===== src/rtl/tmr_pkg.sv =====
package tmr_pkg;
  localparam int unsigned BUS_W = 32;
  localparam int unsigned PRE_LSB = 16;

  typedef enum logic [1:0] {
    ADR_MODE  = 2'd0,
    ADR_COUNT = 2'd1,
    ADR_STAT  = 2'd2,
    ADR_RSVD  = 2'd3
  } tmr_addr_e;

  localparam int unsigned MB_IE   = 8;
  localparam int unsigned MB_CONT = 10;
  localparam int unsigned MB_EN   = 12;
  localparam int unsigned MB_WD   = 15;

  localparam logic [7:0] SERVICE_KEY = 8'hA5;

  typedef struct packed {
    logic wd;
    logic en;
    logic cont;
    logic ie;
  } tmr_mode_t;
endpackage


===== src/rtl/tmr_div.sv =====
module tmr_div #(
  parameter int W = 16
) (
  input  logic         clk,
  input  logic         rst,
  input  logic         run,
  input  logic         clr,
  input  logic         step,
  input  logic [W-1:0] lim,
  output logic         tick
);
  logic [W-1:0] cnt_q;
  logic         last;

  // a limit of zero wraps the compare, giving 2**W steps
  assign last = (cnt_q + W'(1)) == lim;
  assign tick = run & step & ~clr & last;

  always_ff @(posedge clk) begin
    if (rst || clr || !run) cnt_q <= '0;
    else if (step)          cnt_q <= last ? '0 : cnt_q + W'(1);
  end


  restart_clears_chk: assert property (@(posedge clk) disable iff (rst)
    clr |=> (cnt_q == '0));
endmodule


===== src/rtl/tmr_regs.sv =====
module tmr_regs
  import tmr_pkg::*;
#(
  parameter int PRE_W = 16,
  parameter int CNT_W = 16
) (
  input  logic             clk,
  input  logic             rst,
  input  logic             wr,
  input  logic             rd,
  input  logic [1:0]       addr,
  input  logic [3:0]       be,
  input  logic [BUS_W-1:0] wdata,
  input  logic             expire,
  output tmr_mode_t        mode,
  output logic [PRE_W-1:0] pre_lim,
  output logic [CNT_W-1:0] cnt_lim,
  output logic             restart,
  output logic [BUS_W-1:0] rdata,
  output logic             irq,
  output logic             wdog_rst
);
  localparam int NBYTES = BUS_W / 8;
  localparam logic [BUS_W-1:0] PERIOD_MASK =
    ((((BUS_W)'(1)) << PRE_W) - (BUS_W)'(1)) << PRE_LSB |
    ((((BUS_W)'(1)) << CNT_W) - (BUS_W)'(1));

  function automatic logic [BUS_W-1:0] merge_bytes(
    input logic [BUS_W-1:0] old_w, input logic [BUS_W-1:0] new_w,
    input logic [NBYTES-1:0] en_b);
    logic [BUS_W-1:0] r;
    r = old_w;
    for (int i = 0; i < NBYTES; i++)
      if (en_b[i]) r[i*8 +: 8] = new_w[i*8 +: 8];
    return r;
  endfunction

  function automatic logic [BUS_W-1:0] mode_to_word(input tmr_mode_t m);
    logic [BUS_W-1:0] w;
    w = '0;
    w[MB_WD]   = m.wd;
    w[MB_EN]   = m.en;
    w[MB_CONT] = m.cont;
    w[MB_IE]   = m.ie;
    return w;
  endfunction

  tmr_mode_t        mode_q, mode_d;
  logic [BUS_W-1:0] period_q, period_d;
  logic             flag_q, flag_d;
  logic [BUS_W-1:0] rdata_q;
  logic             irq_q, wd_q;
  logic             wr_mode, wr_count, wr_stat, service;
  logic [BUS_W-1:0] mode_wr_word;

  assign wr_mode  = wr && (addr == ADR_MODE);
  assign wr_count = wr && (addr == ADR_COUNT);
  assign wr_stat  = wr && (addr == ADR_STAT);
  assign service  = wr_mode && be[NBYTES-1] && mode_q.wd &&
                    (wdata[BUS_W-1 -: 8] == SERVICE_KEY);
  assign restart  = wr_count || service;

  always_comb begin
    mode_d   = mode_q;
    period_d = period_q;
    flag_d   = flag_q;
    if (expire && !mode_q.wd && !mode_q.cont) mode_d.en = 1'b0;
    mode_wr_word = merge_bytes(mode_to_word(mode_d), wdata, be);
    if (wr_mode) begin
      mode_d.wd   = mode_wr_word[MB_WD];
      mode_d.en   = mode_wr_word[MB_EN];
      mode_d.cont = mode_wr_word[MB_CONT];
      mode_d.ie   = mode_wr_word[MB_IE];
    end
    if (wr_count) period_d = merge_bytes(period_q, wdata, be) & PERIOD_MASK;
    if (wr_stat && be[0] && wdata[0]) flag_d = 1'b0;
    if (expire && !mode_q.wd) flag_d = 1'b1;
  end

  always_ff @(posedge clk) begin
    if (rst) begin
      mode_q   <= '0;
      period_q <= '0;
      flag_q   <= 1'b0;
      rdata_q  <= '0;
      irq_q    <= 1'b0;
      wd_q     <= 1'b0;
    end else begin
      mode_q   <= mode_d;
      period_q <= period_d;
      flag_q   <= flag_d;
      irq_q    <= flag_d & mode_d.ie;
      wd_q     <= expire & mode_q.wd;
      if (rd) begin
        case (addr)
          ADR_MODE:  rdata_q <= mode_to_word(mode_q);
          ADR_COUNT: rdata_q <= period_q;
          ADR_STAT:  rdata_q <= {{(BUS_W-1){1'b0}}, flag_q};
          default:   rdata_q <= '0;
        endcase
      end
    end
  end

  assign mode     = mode_q;
  assign pre_lim  = period_q[PRE_LSB +: PRE_W];
  assign cnt_lim  = period_q[0 +: CNT_W];
  assign rdata    = rdata_q;
  assign irq      = irq_q;
  assign wdog_rst = wd_q;


  oneshot_stops_chk: assert property (@(posedge clk) disable iff (rst)
    (expire && !mode_q.wd && !mode_q.cont && !wr_mode) |=> !mode_q.en);

  wd_pulse_chk: assert property (@(posedge clk) disable iff (rst)
    (expire && mode_q.wd) |=> wdog_rst);

  wd_no_flag_chk: assert property (@(posedge clk) disable iff (rst)
    (mode_q.wd && !flag_q) |=> !flag_q);

  irq_needs_flag_chk: assert property (@(posedge clk) disable iff (rst)
    irq |-> flag_q);

  w1c_clears_chk: assert property (@(posedge clk) disable iff (rst)
    (wr_stat && be[0] && wdata[0] && !expire) |=> !flag_q);

  service_keeps_mode_chk: assert property (@(posedge clk) disable iff (rst)
    (wr_mode && be == 4'b1000 && !expire) |=> $stable(mode_q));
endmodule


===== src/rtl/tmr_wdog.sv =====
module tmr_wdog
  import tmr_pkg::*;
#(
  parameter int PRE_W = 16,
  parameter int CNT_W = 16
) (
  input  logic        clk,
  input  logic        rst,
  input  logic        bus_wr,
  input  logic        bus_rd,
  input  logic [1:0]  bus_addr,
  input  logic [3:0]  bus_be,
  input  logic [31:0] bus_wdata,
  output logic [31:0] bus_rdata,
  output logic        irq_o,
  output logic        wdog_rst_o
);
  localparam int STAGES = 2;

  tmr_mode_t        mode;
  logic [PRE_W-1:0] pre_lim;
  logic [CNT_W-1:0] cnt_lim;
  logic             restart;
  logic [STAGES-1:0] tick;

  tmr_regs #(.PRE_W(PRE_W), .CNT_W(CNT_W)) u_regs (
    .clk      (clk),
    .rst      (rst),
    .wr       (bus_wr),
    .rd       (bus_rd),
    .addr     (bus_addr),
    .be       (bus_be),
    .wdata    (bus_wdata),
    .expire   (tick[STAGES-1]),
    .mode     (mode),
    .pre_lim  (pre_lim),
    .cnt_lim  (cnt_lim),
    .restart  (restart),
    .rdata    (bus_rdata),
    .irq      (irq_o),
    .wdog_rst (wdog_rst_o)
  );

  for (genvar s = 0; s < STAGES; s++) begin : g_stage
    if (s == 0) begin : g_pre
      tmr_div #(.W(PRE_W)) u_div (
        .clk (clk), .rst (rst), .run (mode.en), .clr (restart),
        .step (1'b1), .lim (pre_lim), .tick (tick[s])
      );
    end else begin : g_cnt
      tmr_div #(.W(CNT_W)) u_div (
        .clk (clk), .rst (rst), .run (mode.en), .clr (restart),
        .step (tick[s-1]), .lim (cnt_lim), .tick (tick[s])
      );
    end
  end
endmodule


===== config.mk =====
export PLATFORM = sky130hd
export DESIGN_NAME = tmr_wdog
export DESIGN_NICKNAME = d
export VERILOG_FILES = /design/src/rtl/tmr_pkg.sv /design/src/rtl/tmr_div.sv /design/src/rtl/tmr_regs.sv /design/src/rtl/tmr_wdog.sv
export SDC_FILE = /design/constraint.sdc
export NUM_CORES = 1
export LEC_CHECK = 0
export ABC_AREA = 1
export ABC_CLOCK_PERIOD_IN_PS = 4000
export BUFFER_PORTS_ARGS = -buffer_cell sky130_fd_sc_hd__buf_4
export CAP_MARGIN = 0
export CORE_AREA = 5 5 117 119
export DETAILED_ROUTE_END_ITERATION = 8
export DIE_AREA = 0 0 122 124
export MAX_ROUTING_LAYER = met4
export PLACE_DENSITY = 0.69
export SYNTH_ARGS = -nofsm -noshare
export SYNTH_HDL_FRONTEND = slang
export SYNTH_HIERARCHICAL = 1
export SYNTH_SLANG_ARGS = --single-unit

===== constraint.sdc =====
create_clock -name clk -period 4 [get_ports clk]
set_input_delay 0.4 -clock clk [delete_from_list [all_inputs] [get_ports clk]]
set_output_delay 0.4 -clock clk [all_outputs]
set_load 0.02 [all_outputs]

==> flow_metrics.env <==
export IMPL_run_status="complete, no violations"
export IMPL_pre_cts_slack_ns=0.815
export IMPL_reg2reg_to="u_regs/mode[2]$_SDFF_PP0_"
export IMPL_cp_end_kind="register"
export IMPL_start_util_pct=48.9
export IMPL_max_freq_mhz=312
export IMPL_cts_root_buffer="clkbuf_16"
export IMPL_clk_insertion_delay_late_ns=0.35
export IMPL_hold_path_endpoint="u_regs/period_q[9]$_SDFFE_PP0P_"
export IMPL_grt_pass1_vias=5175
export IMPL_vias=5804
export IMPL_slew_headroom_pct=56.6
export IMPL_syn_to_final_growth_pct=15.5
export IMPL_post_route_period_util_pct=80.2
export IMPL_core_area_sq_um=12500
export IMPL_p_leak_nw=3.08
export IMPL_final_instance_count_excl_fill=1178
export IMPL_drc=0
export IMPL_hold_ws_ns=0.265
export IMPL_fin_worst_skew_ns=0.00598
export IMPL_start_kind="register"
export IMPL_synth_area_sq_um=6090
export IMPL_synth_area_per_cell_sq_um=6.49
export IMPL_synth_top_area_share_pct=33.9
export IMPL_tightest_slew_ns=0.650
export IMPL_final_max_slew_viol_count=0
export IMPL_io_buffers=75
export IMPL_rsz0062_at_grt="false"
export IMPL_synth_area_leaders="dfxtp_1 34%, nand2_1 17%, inv_1 6.7%, nor2_1 6.0%, nand3_1 6.0%"
export IMPL_cts_resized=0
export IMPL_hpwl_um=11600
export IMPL_final_common_cell="nand2_1"
export IMPL_cap_violations=0
export IMPL_multi_input_area_sq_um=3450
export IMPL_cts_setup_buffers=0
export IMPL_yosysTopAreaCell="dfxtp_1"
export IMPL_setup_tns_ns=0
export IMPL_fill_cells=1235
export IMPL_layout_drive_gt1_share_pct=17.4
export IMPL_synth_edff_count=0
export IMPL_yosysWarnings=6
export IMPL_antenna_found_initial=0
export IMPL_report_final_hold_viol_count=0
export IMPL_power_density_nw_per_um2=307
export IMPL_r2r_cells=21
export IMPL_final_cell_mix="271 x nand2_1, 109 x inv_1, 103 x dfxtp_1, 97 x nor2_1, 78 x buf_4"
export IMPL_avgViaCountPerCell=4.93
export IMPL_cts_buffer_depth=2
export IMPL_numCtsBuffers=9
export IMPL_die_w_um=122
export IMPL_setup_viol=0
export IMPL_ys_ff_latch=103
export IMPL_drt_wl_total_um=15200
export IMPL_crit_arrival_ns=3.45
export IMPL_finalCriticalPeriod_ns=3.21
export IMPL_grtUsageTotal_pct=21.4
export IMPL_async_flop_share_pct=0
export IMPL_synth_cell_types=33
export IMPL_clkTransAtPathRegs_ns=0.07
export IMPL_gp_congestion=0.940
export IMPL_hold_buffers=0
export IMPL_ys_seq_area_share_pct=33.9
export IMPL_synthCells=938
export IMPL_die_area_sq_um=15100
export IMPL_setup_slack_ns=0.792
export IMPL_cts_sinks=103
export IMPL_grt_overflow=0
export IMPL_reg2reg_from="g_stage[0].g_pre.u_div/cnt_q[0]$_SDFFE_PP0P_"
export IMPL_die_h_um=124
export IMPL_drt_iter0_drc=456
export IMPL_hp_class="input pin to register"
export IMPL_num_io_pins=76
export IMPL_ir_drop_uv=233
export IMPL_htreeDepth=3
export IMPL_grt_max_degree=62
export IMPL_worstHoldPathCells=3
export IMPL_tritoncts="yes"
export IMPL_r2r_slack_ns=0.79
export IMPL_criticalPathCategory="register to register"
export IMPL_min_from="bus_wdata[9]"
export IMPL_dr_pass1_iters=6
export IMPL_layout_nets=1045
export IMPL_diodes=0
export IMPL_placed_cells=1162
export IMPL_regArea_sq_um=2060
export IMPL_rows=41
export IMPL_synth_ff_type="dfxtp_1"
export IMPL_grt_pass1_wl_um=25100
export IMPL_ant_nets=0
export IMPL_worstPathMaxFanout=22
export IMPL_wire_per_inst_um=12.9
export IMPL_cp_required_ns=4.24
export IMPL_p_total_mw=2.16
-- routing by layer --
| metal | share of wire [%] | track usage (%) | vias to the layer above |
|---|---|---|---|
| li1 | - | - | 3102 |
| met1 | 50 | 30.7 | 2535 |
| met2 | 42 | 30.4 | 144 |
| met3 | 6.0 | 3.77 | 23 |
| met4 | 2.2 | 7.35 | 0 |
| met5 | 0 | - | - |
-- state kept, by name (all words and copies together), names as in the netlist --
name and flops:
u_regs/wdog_rst 1, u_regs/flag_q 1, g_stage.g_cnt.u_div/cnt_q 16, u_regs/mode 4
g_stage.g_pre.u_div/cnt_q 16, u_regs/rdata 32, u_regs/period_q 32, u_regs/irq 1
-- cell families after synthesis --
family	after synthesis	share of synthesized area (%)
adders and majority gates	2	0.411
and+or+nand+nor	557	44.2
AOI/OAI and AO/OA	119	9.82
xor gates and xnor gates	10	1.93
other	1	0.0616
DFF	103	33.9
buffers and inverters	146	9.70
-- how the worst max path moves through the flow --
stage	from	to	slack (ns)
after floorplan	g_stage[0].g_pre.u_div/cnt_q[0]$_SDFFE_PP0P_	u_regs/mode[2]$_SDFF_PP0_	1.26
after global placement	g_stage[0].g_pre.u_div/cnt_q[0]$_SDFFE_PP0P_	u_regs/mode[2]$_SDFF_PP0_	0.90
after detailed placement	g_stage[0].g_pre.u_div/cnt_q[0]$_SDFFE_PP0P_	u_regs/mode[2]$_SDFF_PP0_	0.82
after CTS	g_stage[0].g_pre.u_div/cnt_q[0]$_SDFFE_PP0P_	u_regs/mode[2]$_SDFF_PP0_	0.79
after global routing	g_stage[0].g_pre.u_div/cnt_q[0]$_SDFFE_PP0P_	u_regs/mode[2]$_SDFF_PP0_	0.35
final	g_stage[0].g_pre.u_div/cnt_q[0]$_SDFFE_PP0P_	u_regs/mode[2]$_SDFF_PP0_	0.79
-- critical path, cell delays in order, from the launching register on --
cell,delay (ns)
dfxtp_1,0.43
ha_1,0.24
nand2_2,0.12
nor2_8,0.18
nand2_1,0.09
nand2_1,0.10
a21oi_1,0.07
nor3_1,0.18
nand2_1,0.08
nor2_1,0.09
nand3_1,0.09
nor3_1,0.16
buf_4,0.21
inv_1,0.30
nor3_1,0.27
inv_1,0.07
nor2_1,0.14
nand2_1,0.07
nand2_1,0.06
nand2_1,0.04
nand2_1,0.06
nor2_1,0.03
-- where the power goes --
| part | internal (mW) | switching, mW |
|---|---|---|
| sequential | 1.05 | 0.0219 |
| clock | 0.443 | 0.410 |
| combinational | 0.0925 | 0.140 |
| total | 1.59 | 0.572 |
-- area by class of cell --
| cell class | count | area share (%) |
|---|---|---|
| multi-input combinational | 691 | 49.0 |
| sequential | 103 | 29.3 |
| tap | 172 | 3.06 |
| clock buffer | 10 | 3.40 |
| inverter | 118 | 6.29 |
| clock inverter | 6 | 0.622 |
| timing repair buffer | 78 | 8.32 |
-- through the flow --
step	area (sq um)	util (%)
3_3_place_gp	6750	54.2
4_1_cts	7040	56.4
2_1_floorplan	6100	-
5_1_grt	7040	56.4
3_5_place_dp	6750	54.2
6_report	7040	56.4
-- Yosys cell counts, drive strengths merged, types with 4 or more instances --
cell / number
nand2: 299
nor2: 134
inv: 116
dfxtp: 103
nand3: 75
a21oi: 69
o21ai: 49
nand4: 20
nand3b: 19
clkbuf: 15
buf: 13
nor3: 7
xnor2: 4
xor2: 4
No activity file was read; power rests on OpenSTA's default activity.
